[src/rtl/vpw_tx_pkg.sv]
package vpw_tx_pkg;

    localparam int unsigned LEN_W    = 4;
    localparam logic [7:0]  CRC_POLY = 8'h1D;
    localparam logic [7:0]  CRC_SEED = 8'hFF;

    typedef enum logic [2:0] {
        OP_NOP      = 3'd0,
        OP_MSG      = 3'd1,
        OP_MSG_CRC  = 3'd2,
        OP_IFR1     = 3'd3,
        OP_IFR2     = 3'd4,
        OP_IFR3     = 3'd5,
        OP_IFR3_CRC = 3'd6,
        OP_RSVD     = 3'd7
    } op_e;

    typedef enum logic [2:0] {
        PH_IDLE,
        PH_MSG,
        PH_EOM,
        PH_IFR3,
        PH_CLOSED
    } phase_e;

    typedef enum logic [1:0] {
        SQ_READY,
        SQ_BYTE,
        SQ_CRC
    } seq_e;

    // One byte through the CRC-8 shift register, MSB first.
    function automatic logic [7:0] crc8_step(input logic [7:0] acc, input logic [7:0] din);
        logic [7:0] c;
        logic       fb;
        c = acc;
        for (int i = 7; i >= 0; i--) begin
            fb = c[7] ^ din[i];
            c  = {c[6:0], 1'b0} ^ (fb ? CRC_POLY : 8'h00);
        end
        return c;
    endfunction

endpackage

[src/rtl/vpw_tx_legal.sv]
module vpw_tx_legal
    import vpw_tx_pkg::*;
#(
    parameter int unsigned MAX_BYTES = 12,
    localparam int unsigned CW = $clog2(MAX_BYTES + 1)
) (
    input  op_e              op,
    input  logic [LEN_W-1:0] len_req,
    input  logic [LEN_W-1:0] rx_cnt,
    input  phase_e           phase,
    input  logic [CW-1:0]    sent,
    output logic             legal
);

    logic          crc_req;
    logic [CW:0]   total;
    logic          fits;
    logic          len_ok;
    logic          ph_ok;

    assign crc_req = (op == OP_MSG_CRC) || (op == OP_IFR3_CRC);
    assign total   = {1'b0, sent} + (crc_req ? (CW+1)'(2) : (CW+1)'(1));
    assign fits    = total <= (CW+1)'(MAX_BYTES);
    assign len_ok  = (len_req == '0) || (len_req == rx_cnt);

    always_comb begin
        unique case (op)
            OP_MSG, OP_MSG_CRC:   ph_ok = (phase == PH_IDLE) || (phase == PH_MSG);
            OP_IFR1, OP_IFR2:     ph_ok = len_ok && ((phase == PH_IDLE) || (phase == PH_EOM));
            OP_IFR3, OP_IFR3_CRC: ph_ok = len_ok && ((phase == PH_IDLE) || (phase == PH_EOM)
                                                   || (phase == PH_IFR3));
            default:              ph_ok = 1'b0;
        endcase
    end

    assign legal = ph_ok && fits;

endmodule

[src/rtl/vpw_tx_frame.sv]
module vpw_tx_frame
    import vpw_tx_pkg::*;
#(
    parameter int unsigned MAX_BYTES = 12,
    localparam int unsigned CW = $clog2(MAX_BYTES + 1)
) (
    input  logic          clk,
    input  logic          rst_n,
    input  logic          accept,
    input  op_e           op,
    input  logic          taken,
    input  logic          frame_end,
    output phase_e        phase,
    output logic [CW-1:0] sent
);

    phase_e phase_d;

    always_comb begin
        phase_d = phase;
        if (frame_end) begin
            phase_d = PH_IDLE;
        end else if (accept) begin
            unique case (op)
                OP_MSG:      phase_d = PH_MSG;
                OP_MSG_CRC:  phase_d = PH_EOM;
                OP_IFR3:     phase_d = PH_IFR3;
                default:     phase_d = PH_CLOSED;
            endcase
        end
    end

    always_ff @(posedge clk or negedge rst_n) begin
        if (!rst_n) begin
            phase <= PH_IDLE;
            sent  <= '0;
        end else begin
            phase <= phase_d;
            if (frame_end) begin
                sent <= '0;
            end else if (taken && (sent < CW'(MAX_BYTES))) begin
                sent <= sent + CW'(1);
            end
        end
    end

endmodule

[src/rtl/vpw_tx_crc.sv]
module vpw_tx_crc
    import vpw_tx_pkg::*;
(
    input  logic       clk,
    input  logic       rst_n,
    input  logic       restart,
    input  logic       absorb,
    input  logic [7:0] din,
    output logic [7:0] crc
);

    always_ff @(posedge clk or negedge rst_n) begin
        if (!rst_n) begin
            crc <= CRC_SEED;
        end else if (restart) begin
            crc <= CRC_SEED;
        end else if (absorb) begin
            crc <= crc8_step(crc, din);
        end
    end

endmodule

[src/rtl/vpw_tx_sequencer.sv]
module vpw_tx_sequencer
    import vpw_tx_pkg::*;
#(
    parameter int unsigned MAX_BYTES = 12,
    localparam int unsigned CW = $clog2(MAX_BYTES + 1)
) (
    input  logic             clk,
    input  logic             rst_n,
    input  logic             data_wr,
    input  logic [7:0]       data_in,
    input  logic             op_wr,
    input  logic [7:0]       op_in,
    input  logic [7:0]       paddr,
    input  logic [LEN_W-1:0] rx_msg_cnt,
    input  logic             frame_end,
    output logic             tx_valid,
    output logic [7:0]       tx_data,
    input  logic             tx_ready,
    output logic             trdy,
    output logic             tra_err
);

    seq_e             state_q, state_d;
    logic [7:0]       data_q;
    logic [7:0]       byte_q;
    logic             crc_pend_q;
    logic             err_q;
    op_e              op_w;
    logic [LEN_W-1:0] len_w;
    logic             unused_bit3;
    logic             legal;
    logic             accept;
    logic             reject;
    logic             taken;
    logic             restart;
    phase_e           phase;
    logic [CW-1:0]    frame_cnt;
    logic [7:0]       crc_acc;

    assign op_w        = op_e'(op_in[2:0]);
    assign len_w       = op_in[7:4];
    assign unused_bit3 = op_in[3];

    assign accept  = op_wr && legal;
    assign reject  = op_wr && !legal && (op_w != OP_NOP);
    assign taken   = tx_valid && tx_ready;
    assign restart = accept && ((phase == PH_IDLE) || (phase == PH_EOM));

    vpw_tx_legal #(.MAX_BYTES(MAX_BYTES)) u_legal (
        .op      (op_w),
        .len_req (len_w),
        .rx_cnt  (rx_msg_cnt),
        .phase   (phase),
        .sent    (frame_cnt),
        .legal   (legal)
    );

    vpw_tx_frame #(.MAX_BYTES(MAX_BYTES)) u_frame (
        .clk       (clk),
        .rst_n     (rst_n),
        .accept    (accept),
        .op        (op_w),
        .taken     (taken),
        .frame_end (frame_end),
        .phase     (phase),
        .sent      (frame_cnt)
    );

    vpw_tx_crc u_crc (
        .clk     (clk),
        .rst_n   (rst_n),
        .restart (restart),
        .absorb  (taken && (state_q == SQ_BYTE)),
        .din     (byte_q),
        .crc     (crc_acc)
    );

    // Next-state logic
    always_comb begin
        state_d = state_q;
        if (accept) begin
            state_d = SQ_BYTE;
        end else begin
            unique case (state_q)
                SQ_READY: state_d = SQ_READY;
                SQ_BYTE:  if (taken) state_d = crc_pend_q ? SQ_CRC : SQ_READY;
                SQ_CRC:   if (taken) state_d = SQ_READY;
                default:  state_d = SQ_READY;
            endcase
        end
    end

    // State register and datapath registers
    always_ff @(posedge clk or negedge rst_n) begin
        if (!rst_n) begin
            state_q    <= SQ_READY;
            data_q     <= '0;
            byte_q     <= '0;
            crc_pend_q <= 1'b0;
            err_q      <= 1'b0;
        end else begin
            state_q <= state_d;
            if (data_wr) data_q <= data_in;
            if (accept) begin
                byte_q     <= ((op_w == OP_IFR1) || (op_w == OP_IFR2)) ? paddr : data_q;
                crc_pend_q <= (op_w == OP_MSG_CRC) || (op_w == OP_IFR3_CRC);
                err_q      <= 1'b0;
            end else if (reject) begin
                err_q <= 1'b1;
            end
        end
    end

    // Outputs
    always_comb begin
        unique case (state_q)
            SQ_BYTE: begin tx_valid = 1'b1; tx_data = byte_q;   trdy = 1'b0; end
            SQ_CRC:  begin tx_valid = 1'b1; tx_data = ~crc_acc; trdy = 1'b0; end
            default: begin tx_valid = 1'b0; tx_data = byte_q;   trdy = 1'b1; end
        endcase
        tra_err = err_q;
    end

endmodule

[config.mk]
export PLATFORM = sky130hd
export DESIGN_NAME = vpw_tx_sequencer
export DESIGN_NICKNAME = d
export VERILOG_FILES = /design/src/rtl/vpw_tx_pkg.sv /design/src/rtl/vpw_tx_legal.sv /design/src/rtl/vpw_tx_frame.sv /design/src/rtl/vpw_tx_crc.sv /design/src/rtl/vpw_tx_sequencer.sv
export SDC_FILE = /design/constraint.sdc
export NUM_CORES = 1
export LEC_CHECK = 0
export ABC_AREA = 1
export CAP_MARGIN = 20
export CORE_AREA = 2 2 104 76
export CTS_CLUSTER_DIAMETER = 120
export DETAILED_ROUTE_END_ITERATION = 10
export DIE_AREA = 0 0 106 78
export PLACE_DENSITY = 0.58
export SLEW_MARGIN = 20
export SYNTH_ARGS = -nofsm -noshare
export SYNTH_HDL_FRONTEND = slang
export SYNTH_SLANG_ARGS = --single-unit
[constraint.sdc]
create_clock -name clk -period 2.24 [get_ports clk]
set_clock_uncertainty 0.15 [all_clocks]
set_input_delay 0.56 -clock clk [delete_from_list [all_inputs] [get_ports clk]]
set_output_delay 0.56 -clock clk [all_outputs]
set_load 0.03 [all_outputs]
# --- Word-level counts from Yosys, hierarchy flattened ---
# Index checks and enable logic that the tools add are counted.
word_totals:
  reg_bits: 35
  input_bits: 34
  output_inout_bits: 11
  elab_cells: 100
classes:
  n_bitwise: 17
  add_sub_neg: 2
  n_reduce_logical: 29
  muxes: 28
  magnitude_cmp: 2
  eq_ne: 14
ops:
  columns: ["cell", "n"]
  rows:
  - ["8-bit XOR", 8]
  - ["5-bit 2-to-1 mux", 8]
  - ["8-bit 2-to-1 mux", 4]
  - ["3-bit by 2-bit equality test with 1-bit output (second input constant)", 4]
  - ["1-bit logical AND", 10]
  - ["2-bit 2-to-1 mux", 5]
  - ["3-bit equality test (second input constant)", 3]
  - ["3-bit one-hot mux with 3 select lines", 1]
  - ["4-bit 2-to-1 mux", 2]
  - ["8-bit inverter", 1]
  - ["2-bit nonzero test", 4]
  - ["2-bit OR reduction", 4]
  - ["1-bit XOR", 8]
  - ["3-bit by 1-bit equality test with 1-bit output (second input constant)", 2]
  - ["1-bit logical OR", 6]
  - ["3-bit 2-to-1 mux", 2]
  - ["3-bit != test (second input constant)", 2]
  - ["4-bit by 5-bit adder with 5-bit output", 1]
  - ["5-bit by 4-bit <= comparator with 1-bit output (second input constant)", 1]
  - ["4-bit by 1-bit adder with 4-bit output (second input constant)", 1]
  - ["4-bit equality test", 1]
  - ["4-bit logical NOT", 1]
  - ["4-bit < comparator (second input constant)", 1]
  - ["1-bit 2-to-1 mux", 4]
  - ["8 further kinds", 8]

# --- Depth between registers and ports, before layout ---
# Gate-level depths: netlist (run 1).
depth:
  ltp_word: 26
  depth_mapped: 13
  ltp_nobuf: 13

# --- By module ---
# Synthesis (run 1) repeated with hierarchy kept, for this count alone.
hier_totals:
  cells_unflattened: 383
  area_unflattened_um2: 2517.4
by_module_without_submodules:
  columns: ["mod", "cells_per_inst", "n_inst", "area_each_um2", "seq_area_each_um2"]
  rows:
  - ["vpw_tx_sequencer", 144, 1, 1064.8, 500.5]
  - ["vpw_tx_crc", 137, 1, 822.0, 210.2]
  - ["vpw_tx_frame", 47, 1, 361.6, 175.2]
  - ["vpw_tx_legal", 55, 1, 269.0, 0.0]

# --- Worst setup path after synthesis (run 1) ---
# Ideal clock, no wire load.
synth_path:
  kind: "input-to-reg"
  start: "input op_in[0]"
  end: "register byte_q[2]"
  setup_slack_ps: -104
  t_arrival_ps: 2071
  setup_time_ps: 123
  path_buffers: 1
  path_stages: 13
  required_time_ps: 1967
  cell_sequence: "inv_1 nand2_1 inv_1 nor2_1 fa_1 nand3b_1 nand2_1 inv_1 nand3_1 nand3_4 buf_6 nand2_1 o21ai_2"
synth_via:
  elab_chain_cells: 7
  elab_cells_between_ends: 18
  classes_between: "add/sub (1); order compare (1); eq/ne (6); mux (3); reduce/logical (7)"
synth_rtl:
  columns: ["item", "line_no", "rtl"]
  rows:
  - ["start, declared", "vpw_tx_sequencer.sv:12", "input logic [7:0] op_in,"]
  - ["3-bit by 2-bit equality test with 1-bit output / 3-bit equality test (equally long branches)", "vpw_tx_legal.sv:21, vpw_tx_legal.sv:27", null]
  - ["1-bit logical OR", "vpw_tx_legal.sv:21", "assign crc_req = (op == OP_MSG_CRC) || (op == OP_IFR3_CRC);"]
  - ["2-bit 2-to-1 mux", "vpw_tx_legal.sv:22", "assign total = {1'b0, sent} + (crc_req ? (CW+1)'(2) : (CW+1)'(1));"]
  - ["4-bit by 5-bit adder with 5-bit output", "vpw_tx_legal.sv:22", null]
  - ["5-bit by 4-bit <= comparator with 1-bit output", "vpw_tx_legal.sv:23", "assign fits = total <= (CW+1)'(MAX_BYTES);"]
  - ["1-bit logical AND", "vpw_tx_legal.sv:36", "assign legal = ph_ok && fits;"]
  - ["1-bit logical AND", "vpw_tx_sequencer.sv:44", "assign accept = op_wr && legal;"]
  - ["end signal, assigned", "vpw_tx_sequencer.sv:105", "byte_q <= ((op_w == OP_IFR1) || (op_w == OP_IFR2)) ? paddr : data_q;"]
  - ["end, declared", "vpw_tx_sequencer.sv:25", "logic [7:0] byte_q;"]
# Parallel ways exist; a longest one is shown, timed or not.
# A chain may end at the register's enable or synchronous reset.

# --- Worst setup path after layout (run 1) ---
layout_path:
  start: "register state_q[0]"
  end: "output tx_data[0]"
layout_via:
  elab_chain_cells: 2
layout_rtl:
  columns: ["item", "line_no", "rtl"]
  rows:
  - ["start, declared", "vpw_tx_sequencer.sv:23", "seq_e state_q, state_d;"]
  - ["start signal, assigned", "vpw_tx_sequencer.sv:102", "state_q <= state_d;"]
  - ["2-bit equality test", "vpw_tx_sequencer.sv:116", "unique case (state_q)"]
  - ["8-bit 2-to-1 mux", "vpw_tx_sequencer.sv:116", null]
  - ["end, declared", "vpw_tx_sequencer.sv:17", "output logic [7:0] tx_data,"]
# No other way between the ends.

==> results of run 1 <==
-- registers in the layout, indices dropped and copies added (netlist names) --
| signal | flops |
|---|---|
| byte_q | 8 |
| crc_pend_q | 1 |
| data_q | 8 |
| state_q | 2 |
| tra_err | 1 |
| u_crc.crc | 8 |
| u_frame.phase | 3 |
| u_frame.sent | 4 |
-- cells by family (layout without fill, tap and decap cells) --
| logic type | Yosys count | count (layout) | synth area share (%) |
|---|---|---|---|
| buf+inv | 70 | 138 | 11.2 |
| simple gates | 219 | 219 | 36.0 |
| flops | 35 | 35 | 35.5 |
| fa+ha+maj | 5 | 5 | 2.81 |
| xor+xnor | 6 | 6 | 2.11 |
| compound gates | 53 | 53 | 12.4 |
-- stage by stage --
step | TNS (ns) | hold WS (ns) | utilization (%)
4_1_cts | -0.258 | 0.336 | 46.7
3_3_place_gp | -11.38 | 0.311 | 44.1
2_1_floorplan | -0.0944 | 0.114 | -
5_1_grt | -0.694 | 0.383 | 48.1
6_report | -0.0472 | 0.328 | 48.1
3_5_place_dp | -11.84 | 0.313 | 44.1
-- synth_stat cells (all sizes together) --
| cell | count |
|---|---|
| fa | 1 |
| ha | 4 |
| nor2 | 15 |
| xor2 | 4 |
| o31ai | 1 |
| nor3 | 2 |
| a21oi | 5 |
| o21a | 1 |
| o211ai | 1 |
| nand4 | 2 |
| nand2 | 168 |
| nand3 | 28 |
| dfrtp | 27 |
| xnor2 | 2 |
| o21ai | 44 |
| buf | 3 |
| a21boi | 1 |
| or2 | 2 |
| nand3b | 2 |
| inv | 63 |
| clkbuf | 4 |
| dfstp | 8 |
-- worst max-delay path, stage by stage, from the launching register on --
cell and delay (ns):
sky130_fd_sc_hd__dfrtp_1 0.41, sky130_fd_sc_hd__inv_2 0.09, sky130_fd_sc_hd__ha_4 0.18, sky130_fd_sc_hd__clkinvlp_4 0.21, sky130_fd_sc_hd__o21ai_2 0.21, sky130_fd_sc_hd__buf_6 0.15
-- cell usage in the layout (no fill, tap or decap), types with 3 or more instances in the layout --
| cell type | count |
|---|---|
| sky130_fd_sc_hd__a21oi_1 | 5 |
| sky130_fd_sc_hd__buf_4 | 23 |
| sky130_fd_sc_hd__buf_6 | 7 |
| sky130_fd_sc_hd__clkbuf_8 | 6 |
| sky130_fd_sc_hd__clkdlybuf4s50_1 | 31 |
| sky130_fd_sc_hd__dfrtp_1 | 27 |
| sky130_fd_sc_hd__dfstp_2 | 8 |
| sky130_fd_sc_hd__inv_1 | 59 |
| sky130_fd_sc_hd__inv_2 | 3 |
| sky130_fd_sc_hd__nand2_1 | 158 |
| sky130_fd_sc_hd__nand2_2 | 4 |
| sky130_fd_sc_hd__nand2_4 | 6 |
| sky130_fd_sc_hd__nand3_1 | 23 |
| sky130_fd_sc_hd__nand3_2 | 4 |
| sky130_fd_sc_hd__nor2_1 | 13 |
| sky130_fd_sc_hd__o21ai_0 | 23 |
| sky130_fd_sc_hd__o21ai_1 | 8 |
| sky130_fd_sc_hd__o21ai_2 | 13 |
| sky130_fd_sc_hd__xor2_1 | 4 |
-- power groups by stage --
stage | registers, mW | logic [mW] | clock network, mW
2_1_floorplan | 0.831 | 1.05 | 0
3_3_place_gp | 0.858 | 1.42 | 0
3_5_place_dp | 0.860 | 1.45 | 0
4_1_cts | 0.850 | 1.47 | 0.628
5_1_grt | 0.894 | 1.78 | 0.657
6_report | 0.873 | 1.54 | 0.616
-- worst max-delay path by stage --
stage	endpoint	cells past startpoint	slack, ns
floorplan	tx_data[0]	5	-0.01
global placement	byte_q[7]	14	-0.53
detailed placement	state_q[1]	14	-0.56
CTS	tx_data[5]	5	-0.08
global route	tx_data[1]	5	-0.10
finish	tx_data[0]	5	-0.02
-- layer usage --
layer	vias to the layer above	wire, µm	GRT usage (%)
li1	1339	-	-
met1	1088	3400	25.5
met2	57	2450	25.2
met3	4	364	3.87
met4	0	25	2.76
met5	-	0	0
-- final cells by class --
type                            instances  area (µm²)  area share, %
Sequential cell                        35         886           25.6
Inverter                               63         240           6.95
Multi-Input combinational cell        283        1450           41.9
Timing Repair inverter                  1        7.51          0.217
Timing Repair Buffer                   66         632           18.3
Clock inverter                          2        38.8           1.12
Tap cell                               98         123           3.55
Clock buffer                            6        82.6           2.39
-- what timing repair did --
action	4_1_cts	5_1_grt
endpoints found under the setup margin	33	29
resized for setup	21	36
pin swaps	4	8
hold endpoints to repair	0	0
gates cloned	2	0
==> run_summary.xml, run 1 <==
<?xml version="1.0" encoding="UTF-8"?>
<metrics>
  <group name="power">
    <metric name="power.net_switching" unit="mW">1.33</metric>
    <metric name="largest_voltage_drop_on_the_vdd_net" unit="mV">0.385</metric>
    <metric name="cellPowerDensity" unit="nW/µm²">875</metric>
    <metric name="totalPowerFinal" unit="mW">3.03</metric>
    <metric name="pwr-share-clk" unit="%">20.3</metric>
    <metric name="p_seq_share" unit="%">28.8</metric>
    <metric name="power_report.internal_total" unit="mW">1.69</metric>
    <metric name="combPwrFrac" unit="%">50.8</metric>
    <metric name="swShare" unit="%">44.0</metric>
    <metric name="static-leakage-power" unit="nW">1.87</metric>
  </group>
  <group name="worst_setup_path">
    <metric name="worstPathArrival" unit="ns">1.55</metric>
    <metric name="regToRegStartpoint" unit="">u_frame.sent[1]</metric>
    <metric name="critical_path.startpoint" unit="">state_q[0]</metric>
    <metric name="start_kind" unit="">flip-flop</metric>
    <metric name="r2r_cells" unit="">9</metric>
    <metric name="timing.critical_path.fanout_max" unit="">8</metric>
    <metric name="timing_worst_setup_path_type" unit="">flip-flop to output pin</metric>
    <metric name="ff2ff_setup_slack" unit="ns">0.17</metric>
    <metric name="crit_required" unit="ns">1.53</metric>
    <metric name="critical_path.reg2reg.endpoint" unit="">byte_q[6]</metric>
    <metric name="crit_path_end_kind" unit="">output pin</metric>
  </group>
  <group name="floorplan">
    <metric name="initial_core_util" unit="%">34.7</metric>
    <metric name="fp-row-count" unit="">26</metric>
    <metric name="io_pins" unit="">45</metric>
    <metric name="die_height" unit="µm">78</metric>
    <metric name="core_area" unit="µm²">7190</metric>
    <metric name="dieArea" unit="µm²">8270</metric>
    <metric name="die_w" unit="µm">106</metric>
  </group>
  <group name="worst_hold_path">
    <metric name="terminating_pin_of_the_worst_hold_path" unit="">crc_pend_q</metric>
    <metric name="worstHoldPathCells" unit="">2</metric>
    <metric name="hp-start" unit="">crc_pend_q</metric>
    <metric name="timing.hold.worst.class" unit="">flip-flop to flip-flop</metric>
  </group>
  <group name="layout">
    <metric name="final_area" unit="µm²">3460</metric>
    <metric name="nFillCells" unit="">723</metric>
    <metric name="syn2layout_area_growth" unit="%">38.6</metric>
    <metric name="inserted_diodes" unit="">0</metric>
    <metric name="drive_gt1_share" unit="%">19.3</metric>
    <metric name="finalNonFillerCells" unit="">554</metric>
    <metric name="final_nets" unit="">494</metric>
  </group>
  <group name="drt">
    <metric name="firstDrtPassIters" unit="">5</metric>
    <metric name="via_per_inst" unit="">4.49</metric>
    <metric name="routed_wl" unit="µm">6240</metric>
    <metric name="detail_route.iter0.violations" unit="">181</metric>
    <metric name="num_vias" unit="">2488</metric>
    <metric name="wl_per_cell" unit="µm">11.3</metric>
    <metric name="ant_nets" unit="">0</metric>
    <metric name="drc_violations_left" unit="">0</metric>
  </group>
  <group name="yosys">
    <metric name="synth.cell_area" unit="µm²">2490</metric>
    <metric name="synth.avg_cell_area" unit="µm²">6.43</metric>
    <metric name="synth_top_area_share" unit="%">27.1</metric>
    <metric name="synth_warnings" unit="">0</metric>
    <metric name="synth.yosys.seq_area_share" unit="%">35.5</metric>
    <metric name="syn-instance-count" unit="">388</metric>
    <metric name="mappedNetlistNets" unit="">427</metric>
    <metric name="synth.ff_latch_count" unit="">35</metric>
    <metric name="ys_top_cells_by_area" unit="">sky130_fd_sc_hd__dfrtp_1 27%, sky130_fd_sc_hd__nand2_1 25%, sky130_fd_sc_hd__inv_1 9.5%</metric>
    <metric name="synth_cell_types" unit="">29</metric>
    <metric name="synth_top_area_cell" unit="">sky130_fd_sc_hd__dfrtp_1</metric>
  </group>
  <group name="global_route">
    <metric name="grt_remaining_overflow" unit="">0</metric>
    <metric name="grt_antenna_before_repair" unit="">0</metric>
    <metric name="vias_in_the_first_global_route" unit="">2397</metric>
    <metric name="pin_count_of_the_biggest_net_entering_global_routing" unit="">36</metric>
    <metric name="grt_use_total" unit="%">17.0</metric>
    <metric name="grt_pass1_wl" unit="µm">11400</metric>
  </group>
  <group name="timing">
    <metric name="timing.final.ws_setup" unit="ns">-0.0179</metric>
    <metric name="finalCritPeriodShare" unit="%">101</metric>
    <metric name="worstMarginPinSlew" unit="ns">0.453</metric>
    <metric name="report.final.slew_viol_count" unit="">0</metric>
    <metric name="setup_violations" unit="">5</metric>
    <metric name="period_needed" unit="ns">2.26</metric>
    <metric name="final_hold_viol_count" unit="">0</metric>
    <metric name="rsz_0062_raised_after_global_routing" unit="">true</metric>
    <metric name="relSlewSlack" unit="%">69.8</metric>
    <metric name="timing.fmax" unit="MHz">443</metric>
  </group>
  <group name="job">
    <metric name="max_cap_viol_count" unit="">0</metric>
  </group>
  <group name="clocking">
    <metric name="clock_sinks" unit="">35</metric>
    <metric name="postCtsSetupRepairBufs" unit="">0</metric>
    <metric name="cts_max_path_buffers" unit="">2</metric>
    <metric name="clkLatencyLatePin" unit="ns">0.29</metric>
    <metric name="cts_hold_buffers" unit="">0</metric>
    <metric name="cts_root_buffer" unit="">sky130_fd_sc_hd__clkbuf_8</metric>
    <metric name="tritoncts" unit="">yes</metric>
    <metric name="cts_max_level" unit="">2</metric>
    <metric name="numCtsBuffers" unit="">5</metric>
    <metric name="clkSlewWorstSetupHoldPaths" unit="ns">0.08</metric>
  </group>
  <group name="place">
    <metric name="dpl_cell_area" unit="µm²">3170</metric>
    <metric name="placement.setup.worst_slack" unit="ns">-0.555</metric>
    <metric name="hpwl" unit="µm">4830</metric>
    <metric name="dp_cells" unit="">544</metric>
    <metric name="place.port_buffers" unit="">43</metric>
    <metric name="globalplace.congestion" unit="">0.850</metric>
  </group>
  <group name="outcome">
    <metric name="run_status" unit="">finished with violations</metric>
    <metric name="failed_checks" unit="">setup timing</metric>
  </group>
</metrics>
Note: power is estimated with default switching activity, not from simulation.
==> run 2: changes to the inputs <==
CTS_BUF_LIST = sky130_fd_sc_hd__clkbuf_16   (was default)
CTS_CLUSTER_DIAMETER = 80   (was 120)
==> run 2 against run 1 <==
  * The flow now finishes without violations
  * Non-clock buffer count increased by 1
  * Clock-buffer cell count shrank 1
  * Cell count up 0.18%
  * Setup slack improved by 0.029 ns
  * Cell area increased by 2.2%
  * Power is 5.2% higher
  * Maximum frequency rose by 1.3%
  * Die area stayed put
  * Register-to-register slack is essentially flat
  * First-iteration DRC count down 5.0%
  * Critical path type unchanged
==> run_summary.xml, run 2 (synthesized netlist as in run 1, its figures left out) <==
<?xml version="1.0" encoding="UTF-8"?>
<metrics>
  <group name="power">
    <metric name="p_seq_share" unit="%">27.3</metric>
    <metric name="power.net_switching" unit="mW">1.33</metric>
    <metric name="totalPowerFinal" unit="mW">3.18</metric>
    <metric name="swShare" unit="%">41.9</metric>
    <metric name="largest_voltage_drop_on_the_vdd_net" unit="mV">0.423</metric>
    <metric name="combPwrFrac" unit="%">47.9</metric>
    <metric name="static-leakage-power" unit="nW">1.90</metric>
    <metric name="pwr-share-clk" unit="%">24.8</metric>
    <metric name="cellPowerDensity" unit="nW/µm²">901</metric>
    <metric name="power_report.internal_total" unit="mW">1.85</metric>
  </group>
  <group name="timing">
    <metric name="report.final.slew_viol_count" unit="">0</metric>
    <metric name="final_hold_viol_count" unit="">0</metric>
    <metric name="timing.final.ws_setup" unit="ns">0.0108</metric>
    <metric name="fin_tns_setup" unit="ns">0</metric>
    <metric name="period_needed" unit="ns">2.23</metric>
    <metric name="rsz_0062_raised_after_global_routing" unit="">true</metric>
    <metric name="relSlewSlack" unit="%">69.7</metric>
    <metric name="setup_violations" unit="">0</metric>
    <metric name="timing.fmax" unit="MHz">449</metric>
    <metric name="worstMarginPinSlew" unit="ns">0.454</metric>
    <metric name="finalCritPeriodShare" unit="%">99.5</metric>
  </group>
  <group name="clocking">
    <metric name="tritoncts" unit="">yes</metric>
    <metric name="cts_root_buffer" unit="">sky130_fd_sc_hd__clkbuf_16</metric>
    <metric name="clkLatencyLatePin" unit="ns">0.28</metric>
    <metric name="clkSlewWorstSetupHoldPaths" unit="ns">0.05</metric>
    <metric name="cts_max_path_buffers" unit="">2</metric>
    <metric name="cts_max_level" unit="">2</metric>
    <metric name="clock_sinks" unit="">35</metric>
    <metric name="numCtsBuffers" unit="">5</metric>
  </group>
  <group name="worst_setup_path">
    <metric name="crit_required" unit="ns">1.53</metric>
    <metric name="timing.critical_path.buf_inv" unit="">3</metric>
    <metric name="timing_worst_setup_path_type" unit="">flip-flop to output pin</metric>
    <metric name="timing.critical_path.cells" unit="">inv_2 -&gt; ha_4 -&gt; clkinvlp_4 -&gt; o21ai_1 -&gt; buf_4</metric>
    <metric name="worstPathArrival" unit="ns">1.52</metric>
    <metric name="family_with_the_most_delay_on_the_worst_path" unit="">buffers and inverters</metric>
    <metric name="start_kind" unit="">flip-flop</metric>
    <metric name="timing.critical_path.fanout_max" unit="">8</metric>
    <metric name="timing.critical_path.slowest_stage_cell" unit="">sky130_fd_sc_hd__dfrtp_1</metric>
    <metric name="crit_path_end_kind" unit="">output pin</metric>
    <metric name="cpPeakStageDelay" unit="ns">0.40</metric>
  </group>
  <group name="floorplan">
    <metric name="fp-row-count" unit="">26</metric>
    <metric name="die_w" unit="µm">106</metric>
    <metric name="io_pins" unit="">45</metric>
    <metric name="core_area" unit="µm²">7190</metric>
    <metric name="initial_core_util" unit="%">34.7</metric>
    <metric name="dieArea" unit="µm²">8270</metric>
    <metric name="die_height" unit="µm">78</metric>
  </group>
  <group name="layout">
    <metric name="syn2layout_area_growth" unit="%">41.7</metric>
    <metric name="final_nets" unit="">495</metric>
    <metric name="final_area" unit="µm²">3530</metric>
    <metric name="inserted_diodes" unit="">0</metric>
    <metric name="drive_gt1_share" unit="%">20.6</metric>
    <metric name="top_regs" unit="">byte_q x8, data_q x8, u_crc.crc x8</metric>
    <metric name="mostFrequentLayoutCells" unit="">157 x sky130_fd_sc_hd__nand2_1, 58 x sky130_fd_sc_hd__inv_1, 31 x sky130_fd_sc_hd__clkdlybuf4s50_1</metric>
    <metric name="layout.cells.most_common" unit="">sky130_fd_sc_hd__nand2_1</metric>
    <metric name="finalNonFillerCells" unit="">555</metric>
  </group>
  <group name="global_route">
    <metric name="pin_count_of_the_biggest_net_entering_global_routing" unit="">36</metric>
    <metric name="vias_in_the_first_global_route" unit="">2396</metric>
    <metric name="grt_remaining_overflow" unit="">0</metric>
    <metric name="grt_use_total" unit="%">17.0</metric>
    <metric name="grt_pass1_wl" unit="µm">11300</metric>
    <metric name="grt_antenna_before_repair" unit="">0</metric>
  </group>
  <group name="place">
    <metric name="dpl_cell_area" unit="µm²">3170</metric>
    <metric name="dp_cells" unit="">544</metric>
    <metric name="globalplace.congestion" unit="">0.850</metric>
    <metric name="placement.setup.worst_slack" unit="ns">-0.555</metric>
    <metric name="hpwl" unit="µm">4830</metric>
    <metric name="place.port_buffers" unit="">43</metric>
  </group>
  <group name="drt">
    <metric name="num_vias" unit="">2472</metric>
    <metric name="detail_route.iter0.violations" unit="">172</metric>
    <metric name="ant_nets" unit="">0</metric>
    <metric name="drc_violations_left" unit="">0</metric>
    <metric name="firstDrtPassIters" unit="">4</metric>
    <metric name="routed_wl" unit="µm">6260</metric>
    <metric name="via_per_inst" unit="">4.45</metric>
    <metric name="wl_per_cell" unit="µm">11.3</metric>
  </group>
  <group name="outcome">
    <metric name="run_status" unit="">finished clean</metric>
  </group>
  <group name="worst_hold_path">
    <metric name="timing.hold.worst.class" unit="">flip-flop to flip-flop</metric>
  </group>
  <group name="job">
    <metric name="max_cap_viol_count" unit="">0</metric>
  </group>
</metrics>
==> run 2: power by group through the flow <==
stage | logic, mW | clock network (mW) | registers, mW
after floorplan | 1.05 | 0 | 0.831
after global placement | 1.42 | 0 | 0.858
after detailed placement | 1.45 | 0 | 0.860
after CTS | 1.47 | 0.808 | 0.852
after global routing | 1.78 | 0.841 | 0.890
final | 1.52 | 0.788 | 0.871
==> run 2: what timing repair did <==
item | 4_1_cts | 5_1_grt
hold buffers | 0 | 0
pin swaps | 4 | 10
buffers inserted | 0 | 1
cloned | 2 | 0
setup endpoints to repair | 33 | 30
gates resized for setup | 19 | 47
==> run 2: stage by stage <==
| stage | utilization, % | hold slack (ns) |
|---|---|---|
| final | 49.2 | 0.358 |
| after global routing | 49.2 | 0.388 |
| after CTS | 47.3 | 0.325 |
| after detailed placement | 44.1 | 0.313 |
| after global placement | 44.1 | 0.311 |
| after floorplan | - | 0.114 |
==> run 2: cell type report <==
type | count | area (µm²)
repair buffers | 67 | 639
clock buffers | 5 | 125
repair inverters | 1 | 7.51
clock inverters | 3 | 42.5
flip-flops and latches | 35 | 886
multi-input cells | 283 | 1470
well taps | 98 | 123
fillers | 726 | 3650
inverters | 63 | 245
==> run 2: per-layer routing <==
layer / share of wire (%) / vias to the layer above / track usage [%] / wire, µm
met2: 41 / 48 / 25.0 / 2560
li1: - / 1339 / - / -
met3: 6.0 / 2 / 4.12 / 378
met4: 0.30 / 0 / 2.76 / 19
met5: 0 / - / 0 / 0
met1: 53 / 1083 / 25.4 / 3300
==> run 2: worst paths after layout <==
check | start | endpoint | slack, ns | cells after the start
worst max-delay path | state_q[0] | tx_data[1] | 0.01 | 5
worst min-delay path | crc_pend_q | crc_pend_q | 0.36 | 2
worst max register to register | u_frame.sent[1] | byte_q[2] | 0.16 | 9
worst min register to register | crc_pend_q | crc_pend_q | 0.36 | 2
max in group asynchronous | rst_n | u_crc.crc[6] | 1.04 | 2
min in group asynchronous | rst_n | data_q[4] | 0.54 | 2
==> run 2: worst reg2reg max path: stages (launching register included) <==
cell and delay, ns:
sky130_fd_sc_hd__dfrtp_1 0.47, sky130_fd_sc_hd__fa_1 0.48, sky130_fd_sc_hd__nand3b_1 0.17, sky130_fd_sc_hd__nand2_1 0.07, sky130_fd_sc_hd__inv_1 0.04, sky130_fd_sc_hd__nand3_2 0.09, sky130_fd_sc_hd__nand3_4 0.18, sky130_fd_sc_hd__buf_12 0.21
sky130_fd_sc_hd__nand2_2 0.06, sky130_fd_sc_hd__o21ai_2 0.05
==> run 3: changes to the inputs <==
CAP_MARGIN = default   (was 20)
clock period = 2.47 ns   (was 2.24 ns; I/O delays follow)
==> run 3 against run 2 <==
  * Clock power shrank 6.5%
  * Combinational power shrank 11%
  * Sequential power shrank 10%
  * Setup slack gained 0.053 ns
  * Global-route usage is essentially flat
  * Register-to-register slack gained 0.04 ns
  * Critical path depth is the same
  * Non-clock buffer count shrank 6
  * Largest cell class unchanged
  * Flip-flop and latch count is the same
==> run_summary.xml, run 3 (synthesized netlist as in run 1, its figures left out) <==
<?xml version="1.0" encoding="UTF-8"?>
<metrics>
  <group name="worst_hold_path">
    <metric name="worstHoldPathCells" unit="">2</metric>
    <metric name="timing.hold.worst.class" unit="">flip-flop to flip-flop</metric>
  </group>
  <group name="timing">
    <metric name="rsz_0062_raised_after_global_routing" unit="">true</metric>
    <metric name="timing.fmax" unit="MHz">416</metric>
    <metric name="worstMarginPinSlew" unit="ns">0.494</metric>
    <metric name="timing.final.ws_setup" unit="ns">0.0636</metric>
    <metric name="finalCritPeriodShare" unit="%">97.4</metric>
    <metric name="report.final.slew_viol_count" unit="">0</metric>
    <metric name="period_needed" unit="ns">2.41</metric>
    <metric name="relSlewSlack" unit="%">66.9</metric>
    <metric name="setup_violations" unit="">0</metric>
    <metric name="final_hold_viol_count" unit="">0</metric>
  </group>
  <group name="clocking">
    <metric name="numCtsBuffers" unit="">5</metric>
    <metric name="clkSlewWorstSetupHoldPaths" unit="ns">0.06</metric>
    <metric name="clock_sinks" unit="">35</metric>
    <metric name="cts_max_path_buffers" unit="">2</metric>
    <metric name="clkLatencyLatePin" unit="ns">0.28</metric>
    <metric name="cts_root_buffer" unit="">sky130_fd_sc_hd__clkbuf_16</metric>
    <metric name="tritoncts" unit="">yes</metric>
    <metric name="cts_hold_buffers" unit="">0</metric>
    <metric name="cts_max_level" unit="">2</metric>
  </group>
  <group name="worst_setup_path">
    <metric name="worstPathArrival" unit="ns">1.64</metric>
    <metric name="crit_path_end_kind" unit="">output pin</metric>
    <metric name="start_kind" unit="">flip-flop</metric>
    <metric name="crit_required" unit="ns">1.70</metric>
    <metric name="timing.critical_path.fanout_max" unit="">8</metric>
    <metric name="timing_worst_setup_path_type" unit="">flip-flop to output pin</metric>
    <metric name="r2r_cells" unit="">11</metric>
  </group>
  <group name="floorplan">
    <metric name="io_pins" unit="">45</metric>
    <metric name="dieArea" unit="µm²">8270</metric>
    <metric name="initial_core_util" unit="%">34.7</metric>
    <metric name="fp-row-count" unit="">26</metric>
    <metric name="die_height" unit="µm">78</metric>
    <metric name="die_w" unit="µm">106</metric>
    <metric name="core_area" unit="µm²">7190</metric>
  </group>
  <group name="drt">
    <metric name="routed_wl" unit="µm">6470</metric>
    <metric name="num_vias" unit="">2509</metric>
    <metric name="drc_violations_left" unit="">0</metric>
    <metric name="detail_route.iter0.violations" unit="">82</metric>
    <metric name="wl_per_cell" unit="µm">11.8</metric>
    <metric name="firstDrtPassIters" unit="">4</metric>
    <metric name="ant_nets" unit="">0</metric>
    <metric name="via_per_inst" unit="">4.57</metric>
  </group>
  <group name="power">
    <metric name="swShare" unit="%">42.6</metric>
    <metric name="static-leakage-power" unit="nW">1.85</metric>
    <metric name="cellPowerDensity" unit="nW/µm²">848</metric>
    <metric name="power_report.internal_total" unit="mW">1.65</metric>
    <metric name="combPwrFrac" unit="%">47.2</metric>
    <metric name="pwr-share-clk" unit="%">25.7</metric>
    <metric name="largest_voltage_drop_on_the_vdd_net" unit="mV">0.299</metric>
    <metric name="power.net_switching" unit="mW">1.22</metric>
    <metric name="p_seq_share" unit="%">27.2</metric>
    <metric name="totalPowerFinal" unit="mW">2.87</metric>
  </group>
  <group name="place">
    <metric name="place.port_buffers" unit="">43</metric>
    <metric name="globalplace.congestion" unit="">0.867</metric>
    <metric name="placement.setup.worst_slack" unit="ns">-0.589</metric>
    <metric name="hpwl" unit="µm">4860</metric>
    <metric name="dpl_cell_area" unit="µm²">3100</metric>
  </group>
  <group name="outcome">
    <metric name="run_status" unit="">finished clean</metric>
  </group>
  <group name="layout">
    <metric name="mostFrequentLayoutCells" unit="">162 x sky130_fd_sc_hd__nand2_1, 60 x sky130_fd_sc_hd__inv_1, 31 x sky130_fd_sc_hd__clkdlybuf4s50_1</metric>
    <metric name="inserted_diodes" unit="">0</metric>
    <metric name="final_nets" unit="">489</metric>
    <metric name="top_regs" unit="">byte_q x8, data_q x8, u_crc.crc x8</metric>
    <metric name="layout.cells.most_common" unit="">sky130_fd_sc_hd__nand2_1</metric>
    <metric name="syn2layout_area_growth" unit="%">35.7</metric>
    <metric name="final_core_util" unit="%">47.1</metric>
    <metric name="drive_gt1_share" unit="%">15.3</metric>
    <metric name="nFillCells" unit="">738</metric>
    <metric name="final_area" unit="µm²">3390</metric>
  </group>
  <group name="global_route">
    <metric name="vias_in_the_first_global_route" unit="">2439</metric>
    <metric name="grt_pass1_wl" unit="µm">11300</metric>
    <metric name="grt_antenna_before_repair" unit="">0</metric>
    <metric name="pin_count_of_the_biggest_net_entering_global_routing" unit="">36</metric>
    <metric name="grt_use_total" unit="%">16.9</metric>
    <metric name="grt_remaining_overflow" unit="">0</metric>
  </group>
  <group name="job">
    <metric name="max_cap_viol_count" unit="">0</metric>
  </group>
</metrics>
run 3: cell type report:
cell class,count,area (µm²),share of cell area [%]
Inverter,63,243,7.17
Clock inverter,3,47.5,1.40
Timing Repair inverter,1,7.51,0.222
Tap cell,98,123,3.62
Multi-Input combinational cell,283,1370,40.4
Timing Repair Buffer,61,586,17.3
Clock buffer,5,125,3.70
Sequential cell,35,886,26.2
run 3: power groups by stage:
stage | registers [mW] | logic [mW] | clock network (mW)
5_1_grt | 0.793 | 1.55 | 0.780
4_1_cts | 0.772 | 1.33 | 0.752
2_1_floorplan | 0.754 | 0.954 | 0
6_report | 0.780 | 1.35 | 0.737
3_3_place_gp | 0.777 | 1.26 | 0
3_5_place_dp | 0.781 | 1.31 | 0
run 3: metrics by stage:
step,std cells,hold WS (ns),TNS (ns)
final,549,0.347,0
after global routing,549,0.370,-0.300
after CTS,546,0.340,0
after detailed placement,536,0.314,-12.61
after global placement,536,0.310,-10.29
after floorplan,388,0.172,0
run 3: worst paths after layout:
kind	start	endpoint	slack, ns
max in group asynchronous	rst_n	u_crc.crc[2]	1.22
min	crc_pend_q	crc_pend_q	0.35
max reg2reg	u_frame.sent[0]	byte_q[7]	0.20
min in group asynchronous	rst_n	data_q[5]	0.59
min reg2reg	crc_pend_q	crc_pend_q	0.35
max	state_q[0]	tx_data[5]	0.06
run 3: timing repair:
item	4_1_cts	5_1_grt
setup buffers	1	2
setup endpoints to repair	24	29
gates resized for setup	13	20
cloned	1	1
pin swaps	2	5
run 3: critical path: stages (launching register included):
cell	delay, ns
sky130_fd_sc_hd__dfrtp_1	0.38
sky130_fd_sc_hd__inv_1	0.09
sky130_fd_sc_hd__ha_2	0.26
sky130_fd_sc_hd__clkinvlp_4	0.21
sky130_fd_sc_hd__o21ai_1	0.23
sky130_fd_sc_hd__buf_4	0.20
run 3: metal layers:
| metal | vias to the layer above | GRT usage [%] | wire (µm) | share of wire, % |
|---|---|---|---|---|
| met4 | 0 | 2.37 | 42 | 0.65 |
| li1 | 1325 | - | - | - |
| met1 | 1133 | 25.0 | 3490 | 54 |
| met2 | 46 | 26.1 | 2660 | 41 |
| met5 | - | 0 | 0 | 0 |
| met3 | 5 | 3.53 | 267 | 4.1 |
